[src/rtl/dcb_pkg.sv]
package dcb_pkg;
  typedef enum logic [1:0] {
    OP_DIRECT = 2'd0,
    OP_BUFFER = 2'd1,
    OP_SETPT  = 2'd2,
    OP_CONFIG = 2'd3
  } dcb_op_e;

  typedef struct packed {
    logic       both_dest;
    logic [1:0] tmode;
    logic [2:0] ksel;
  } dcb_cfg_t;

  localparam int CFG_W = $bits(dcb_cfg_t);

  function automatic logic needs_corr(dcb_cfg_t c);
    return (c.ksel != 3'd0) || c.tmode[1];
  endfunction
endpackage

[src/rtl/dcb_comp_math.sv]
module dcb_comp_math #(
  parameter int W = 12
) (
  input  logic [W-1:0] setpt,
  input  logic [W-1:0] kfrac,
  input  logic [W-1:0] toff,
  output logic [W-1:0] code
);
  localparam int SW = W + 3;
  localparam logic signed [SW-1:0] MAXV = SW'((1 << W) - 1);

  logic [2*W-1:0]        prod;
  logic [2*W-1:0]        prod_rnd;
  logic signed [SW-1:0]  sum;

  always_comb begin
    prod     = {{W{1'b0}}, setpt} * {{W{1'b0}}, kfrac};
    prod_rnd = (prod + (2*W)'(1 << (W-1))) >> W;
    sum      = $signed({3'b000, setpt})
             + $signed(SW'(prod_rnd[W:0]))
             + $signed({{3{toff[W-1]}}, toff});
    if (sum < 0)         code = '0;
    else if (sum > MAXV) code = '1;
    else                 code = sum[W-1:0];
  end
endmodule

[src/rtl/dcb_channel.sv]
module dcb_channel
  import dcb_pkg::*;
#(
  parameter int W = 12
) (
  input  logic         clk,
  input  logic         rst_n,
  input  logic         wr_en,
  input  dcb_op_e      wr_op,
  input  logic [W-1:0] wr_data,
  input  logic         ld,
  input  logic         corr_valid,
  input  logic [W-1:0] corr_k,
  input  logic [W-1:0] corr_temp,
  output logic         busy,
  output logic [W-1:0] out_code
);
  dcb_cfg_t     cfg_q;
  logic [W-1:0] sp_q, in_q, out_q;
  logic         busy_q;
  logic [W-1:0] res;
  logic         bypass, done;

  dcb_comp_math #(.W(W)) u_math (
    .setpt(sp_q), .kfrac(corr_k), .toff(corr_temp), .code(res)
  );

  assign bypass   = !needs_corr(cfg_q);
  assign done     = busy_q && corr_valid;
  assign busy     = busy_q;
  assign out_code = out_q;

  // Later assignments win: load < calculation result < register write.
  always_ff @(posedge clk or negedge rst_n) begin
    if (!rst_n) begin
      cfg_q  <= '0;
      sp_q   <= '0;
      in_q   <= '0;
      out_q  <= '0;
      busy_q <= 1'b0;
    end else begin
      if (ld) out_q <= in_q;
      if (done) begin
        in_q   <= res;
        busy_q <= 1'b0;
        if (cfg_q.both_dest) out_q <= res;
      end
      if (wr_en) begin
        unique case (wr_op)
          OP_DIRECT: begin
            in_q  <= wr_data;
            out_q <= wr_data;
          end
          OP_BUFFER: in_q <= wr_data;
          OP_SETPT: begin
            if (bypass) begin
              in_q   <= wr_data;
              busy_q <= 1'b0;
              if (cfg_q.both_dest) out_q <= wr_data;
            end else begin
              sp_q   <= wr_data;
              busy_q <= 1'b1;
            end
          end
          OP_CONFIG: cfg_q <= dcb_cfg_t'(wr_data[CFG_W-1:0]);
          default: ;
        endcase
      end
    end
  end

  logic wr_hits_out;
  assign wr_hits_out = wr_en && (wr_op == OP_DIRECT ||
                       (wr_op == OP_SETPT && bypass && cfg_q.both_dest));

  a_r2_direct_both: assert property (@(posedge clk) disable iff (!rst_n)
    wr_en && wr_op == OP_DIRECT |=> out_q == $past(wr_data) && in_q == $past(wr_data));

  a_r3_buffer_keeps_live: assert property (@(posedge clk) disable iff (!rst_n)
    wr_en && wr_op == OP_BUFFER && !ld && !done |=> $stable(out_q));

  a_r4_load_copies: assert property (@(posedge clk) disable iff (!rst_n)
    ld && !done && !wr_hits_out |=> out_q == $past(in_q));

  a_r6_bypass_idle: assert property (@(posedge clk) disable iff (!rst_n)
    wr_en && wr_op == OP_SETPT && bypass |=> !busy_q && in_q == $past(wr_data));

  a_r7_start_busy: assert property (@(posedge clk) disable iff (!rst_n)
    wr_en && wr_op == OP_SETPT && !bypass |=> busy_q);

  a_r11_result_wins: assert property (@(posedge clk) disable iff (!rst_n)
    done && cfg_q.both_dest && ld && !wr_hits_out |=> out_q == $past(res));
endmodule

[src/rtl/dac_code_bank.sv]
module dac_code_bank
  import dcb_pkg::*;
#(
  parameter int CODE_W = 12,
  parameter int NCH    = 2,
  localparam int CH_W  = (NCH > 1) ? $clog2(NCH) : 1
) (
  input  logic                  clk,
  input  logic                  rst_n,
  input  logic                  wr_valid,
  output logic                  wr_ready,
  input  logic [CH_W-1:0]       wr_chan,
  input  logic [1:0]            wr_op,
  input  logic [CODE_W-1:0]     wr_data,
  input  logic                  ld_strobe,
  input  logic [NCH-1:0]        ld_mask,
  input  logic [NCH-1:0]        corr_valid,
  output logic [NCH-1:0]        corr_ready,
  input  logic [NCH*CODE_W-1:0] corr_k,
  input  logic [NCH*CODE_W-1:0] corr_temp,
  output logic [NCH-1:0]        busy,
  output logic [NCH*CODE_W-1:0] dac_code
);
  assign wr_ready = 1'b1;

  for (genvar c = 0; c < NCH; c++) begin : g_ch
    logic ch_wr;
    assign ch_wr = wr_valid && (wr_chan == CH_W'(c));

    dcb_channel #(.W(CODE_W)) u_ch (
      .clk       (clk),
      .rst_n     (rst_n),
      .wr_en     (ch_wr),
      .wr_op     (dcb_op_e'(wr_op)),
      .wr_data   (wr_data),
      .ld        (ld_strobe && ld_mask[c]),
      .corr_valid(corr_valid[c]),
      .corr_k    (corr_k[c*CODE_W +: CODE_W]),
      .corr_temp (corr_temp[c*CODE_W +: CODE_W]),
      .busy      (busy[c]),
      .out_code  (dac_code[c*CODE_W +: CODE_W])
    );

    assign corr_ready[c] = busy[c];

    a_r4_unmasked_stable: assert property (@(posedge clk) disable iff (!rst_n)
      ld_strobe && !ld_mask[c] && !ch_wr && !corr_valid[c] |=> $stable(dac_code[c*CODE_W +: CODE_W]));
  end
endmodule

[config.mk]
export PLATFORM = sky130hd
export DESIGN_NAME = dac_code_bank
export DESIGN_NICKNAME = d
export VERILOG_FILES = /design/src/rtl/dcb_pkg.sv /design/src/rtl/dcb_comp_math.sv /design/src/rtl/dcb_channel.sv /design/src/rtl/dac_code_bank.sv
export SDC_FILE = /design/constraint.sdc
export NUM_CORES = 1
export LEC_CHECK = 0
export BUFFER_PORTS_ARGS = -buffer_cell sky130_fd_sc_hd__buf_2
export CORE_ASPECT_RATIO = 0.5
export CORE_MARGIN = 2
export CORE_UTILIZATION = 35
export CTS_CLUSTER_DIAMETER = 150
export DETAILED_ROUTE_END_ITERATION = 10
export GPL_TIMING_DRIVEN = 1
export PLACE_DENSITY_LB_ADDON = 0.1
export RECOVER_POWER = 100
export SLEW_MARGIN = 5
export SYNTH_ARGS = -nofsm -noshare
export SYNTH_HDL_FRONTEND = slang
export SYNTH_SLANG_ARGS = --single-unit
[constraint.sdc]
create_clock -name clk -period 8.6 [get_ports clk]
set_input_delay 1.72 -clock clk [delete_from_list [all_inputs] [get_ports clk]]
set_output_delay 1.72 -clock clk [all_outputs]
set_load 0.05 [all_outputs]
==> out/results.txt <==
Fin crit share -> 1.04
Register area -> 0.00210 mm^2
Asr flop ratio synth -> 1.00
Hold/Removal Path Class -> flop to flop
Number of synthesized flops with an enable pin -> 0
Final core utilization -> 0.456
# hold bufs at CTS -> 0
Mapped Nets -> 2159
CTS H-tree lvls -> 3
Slew Limit Fails -> 87
Vias post-DR -> 12400
Post-layout min period -> 8.95 ns
Core Region -> 0.0434 mm^2
Vias/cell -> 4.77
Drt wl/cell -> 16.9 um
Synthesized flop and latch total -> 84
Crit path max fanout -> 7
CP Launch Type -> input port
Insertion delay to the later sink of the worst-skew pair -> 0.36 ns
Vias in the first global route -> 13000
Synthesis Warnings -> 0
Nets -> 2470
Inserted Diodes -> 0
Unique cell type count in the Yosys netlist -> 75
First DRT Iteration DRCs -> 389
Post-DP Area -> 0.0181 mm^2
# clock sinks -> 84
Unrepaired setup endpoints after global routing -> yes
Initial Util -> 0.354
Post-Route Setup TNS -> -11.35 ns
Total CTS buffers -> 9
First-pass GRT wire length -> 70400 um
Worst-path clk slew -> 0.07 ns
Worst setup EP type -> flop
Post-synthesis sequential area ratio -> 0.137
Post-synthesis instance area -> 0.0153 mm^2
CTS tree -> built
Drt drc -> 0
Fmax -> 0.112 GHz
Die Y -> 152 um
Ys flop type -> dfrtp_1
Drt first pass iters -> 4
Final hold vios -> 0
Outcome -> complete, but fails checks
Max cap viols -> 2
Die footprint -> 0.0456 mm^2
Critical setup path kind -> input port to flop
Fillers -> 4315
Share of layout cells above drive strength 1 -> 0.292
Post-Syn Instances -> 1694
Layout area overhead -> 28.9%
Worst-case clock buffer depth -> 2
PnR worst setup slack -> -0.347 ns
Port Buffer Count -> 98
Mean Syn Cell Area -> 9.05 um^2
Root buf cell -> clkbuf_16
Post-route ant nets -> 0
Final setup viols -> 48
Failing checks -> max-capacitance violations, max-slew violations, negative setup slack
Routability Congestion -> 0.799
GRT overflow -> 0
Post-route cell area -> 0.0198 mm^2
Slew HR -> -1.34
Dpl hpwl -> 35300 um
Crit path DAT -> 9.24 ns
Pin count of the biggest net entering global routing -> 61
Worst Skew -> 0.0115 ns
Worst slew pin tran -> 3.50 ns
Footprint of the multi-input gates -> 0.0130 mm^2
Worst path required time -> 8.89 ns
Total GRT Usage -> 0.194
Antenna violations before repair -> 0
Ports -> 100
CP delay by family, top -> adder cells
Overall routed net length -> 43800 um
CP peak stage delay -> 0.54 ns
Buf+Inv Stages, Crit Path -> 10
CP max-delay cell -> fa_1
Number of cell rows -> 54
Die X -> 300 um
[flip-flops by register name, indices dropped and copies added (netlist names)]
| signal | count |
|---|---|
| g_ch.u_ch.busy | 2 |
| g_ch.u_ch.in_q | 24 |
| g_ch.u_ch.sp_q | 24 |
| g_ch.u_ch.out_code | 24 |
| g_ch.u_ch.cfg_q | 10 |
[worst paths after layout]
| kind | end | slack, ns | startpoint | cells after the start |
|---|---|---|---|---|
| min in group asynchronous | g_ch[0].u_ch.sp_q[2] | 1.73 | rst_n | 1 |
| max reg2reg | g_ch[1].u_ch.in_q[11] | 0.37 | g_ch[1].u_ch.sp_q[5] | 37 |
| min | g_ch[0].u_ch.cfg_q[0] | 0.49 | g_ch[0].u_ch.cfg_q[0] | 2 |
| min reg2reg | g_ch[0].u_ch.cfg_q[0] | 0.49 | g_ch[0].u_ch.cfg_q[0] | 2 |
| max in group asynchronous | g_ch[0].u_ch.in_q[6] | 2.87 | rst_n | 2 |
| max | g_ch[1].u_ch.in_q[11] | -0.35 | corr_k[19] | 38 |
[repair_timing]
action / in CTS / in global routing
pin swaps: 109 / 95
buffers inserted: 28 / 22
cloned: 1 / 1
gates resized for setup: 141 / 111
endpoints found under the setup margin: 48 / 48
[kinds of logic (layout without fill, tap and decap cells)]
logic type | after synthesis | after routing | synth area share
buffers and inverters | 317 | 632 | 0.0800
AO/OA/AOI/OAI | 267 | 267 | 0.117
adder cells (fa/ha/maj) | 394 | 394 | 0.420
XOR/XNOR | 61 | 61 | 0.0348
flip-flops | 84 | 84 | 0.137
AND/OR/NAND/NOR | 520 | 521 | 0.176
other | 1 | 1 | 0.000245
multiplexers | 50 | 50 | 0.0348
[stage by stage]
step / setup WS [ns] / cells / hold WS [ns]
finish: -0.347 / 2598 / 0.488
global route: -0.660 / 2598 / 0.519
CTS: -0.276 / 2577 / 0.492
detailed placement: -0.993 / 2533 / 0.477
global placement: -0.906 / 2533 / 0.460
floorplan: -0.524 / 1694 / 0.445
[Yosys cell counts, types with 3 or more instances]
| cell type | number | area [um^2] |
|---|---|---|
| o21a_1 | 20 | 150 |
| xnor2_1 | 37 | 324 |
| mux2i_1 | 23 | 230 |
| a2111oi_0 | 4 | 35.0 |
| or3_1 | 11 | 68.8 |
| a21oi_1 | 76 | 380 |
| and2_1 | 168 | 1050 |
| o21ai_0 | 52 | 260 |
| ha_1 | 192 | 2400 |
| and3_1 | 10 | 62.6 |
| mux2_2 | 27 | 304 |
| nand2b_1 | 7 | 43.8 |
| nand3_1 | 18 | 90.1 |
| nand2_1 | 168 | 631 |
| a21o_1 | 18 | 135 |
| buf_1 | 3 | 11.3 |
| nor2b_1 | 11 | 68.8 |
| xor2_1 | 24 | 210 |
| nor4_1 | 5 | 31.3 |
| inv_1 | 242 | 908 |
| clkbuf_1 | 62 | 233 |
| a21boi_0 | 3 | 22.5 |
| nor2_1 | 58 | 218 |
| buf_2 | 3 | 15.0 |
| o211ai_1 | 4 | 30.0 |
| a31oi_1 | 6 | 37.5 |
| a211o_1 | 13 | 114 |
| fa_1 | 202 | 4040 |
| dfrtp_1 | 84 | 2100 |
| o21bai_1 | 9 | 67.6 |
| o21ai_1 | 14 | 70.1 |
| a22oi_1 | 7 | 52.6 |
| a22o_1 | 3 | 26.3 |
| buf_4 | 5 | 37.5 |
| a211oi_1 | 11 | 82.6 |
| nor3_1 | 43 | 215 |
[area by class of cell]
type,count,area share
Clock inverter,5,0.00177
Inverter,242,0.0459
Clock buffer,11,0.0123
Sequential cell,84,0.106
Multi-Input combinational cell,1294,0.657
Timing Repair Buffer,374,0.139
Tap cell,588,0.0372
[routing by layer]
metal  global-route usage  part of all wire  vias up  wire [um]
met4               0.0517             0.021        0        903
met2                0.350              0.51      102      22400
met5                    0                 0        -          0
met1                0.252              0.45     6107      19800
li1                     -                 -     6151          -
met3               0.0139             0.016       42        707
[worst register-to-register path: cells and delay by family, from the launching register on]
family                     cells  cell delay [ns]
adders and majority gates      8             3.44
and+or+nand+nor                4             0.42
buffers and inverters          8             0.88
DFF                            1             0.74
AOI/OAI and AO/OA             16             2.55
xor gates and xnor gates       1             0.15
[cells in the final DEF, fill, tap and decap left out, types with 10 or more instances in the layout]
cell type and instances:
xor2_1 23, o21ai_2 18, nor2_1 43, o21a_1 20
nand2_1 158, fa_2 11, a211o_1 13, and3_1 10
a21o_1 16, ha_1 173, and2_4 21, a21oi_2 27
and2_1 148, fa_1 191, buf_6 28, clkbuf_1 34
xnor2_1 32, buf_4 254, mux2i_1 23, inv_1 234
ha_4 14, o21ai_0 30, a21oi_1 47, dfrtp_1 84
mux2_2 27, nand3_1 15, o21ai_1 17, nor3_1 40
buf_2 50
Power is left out: the tool's default activity adds up to more than one toggle a clock period on the data nets, which glitch-free logic cannot reach.
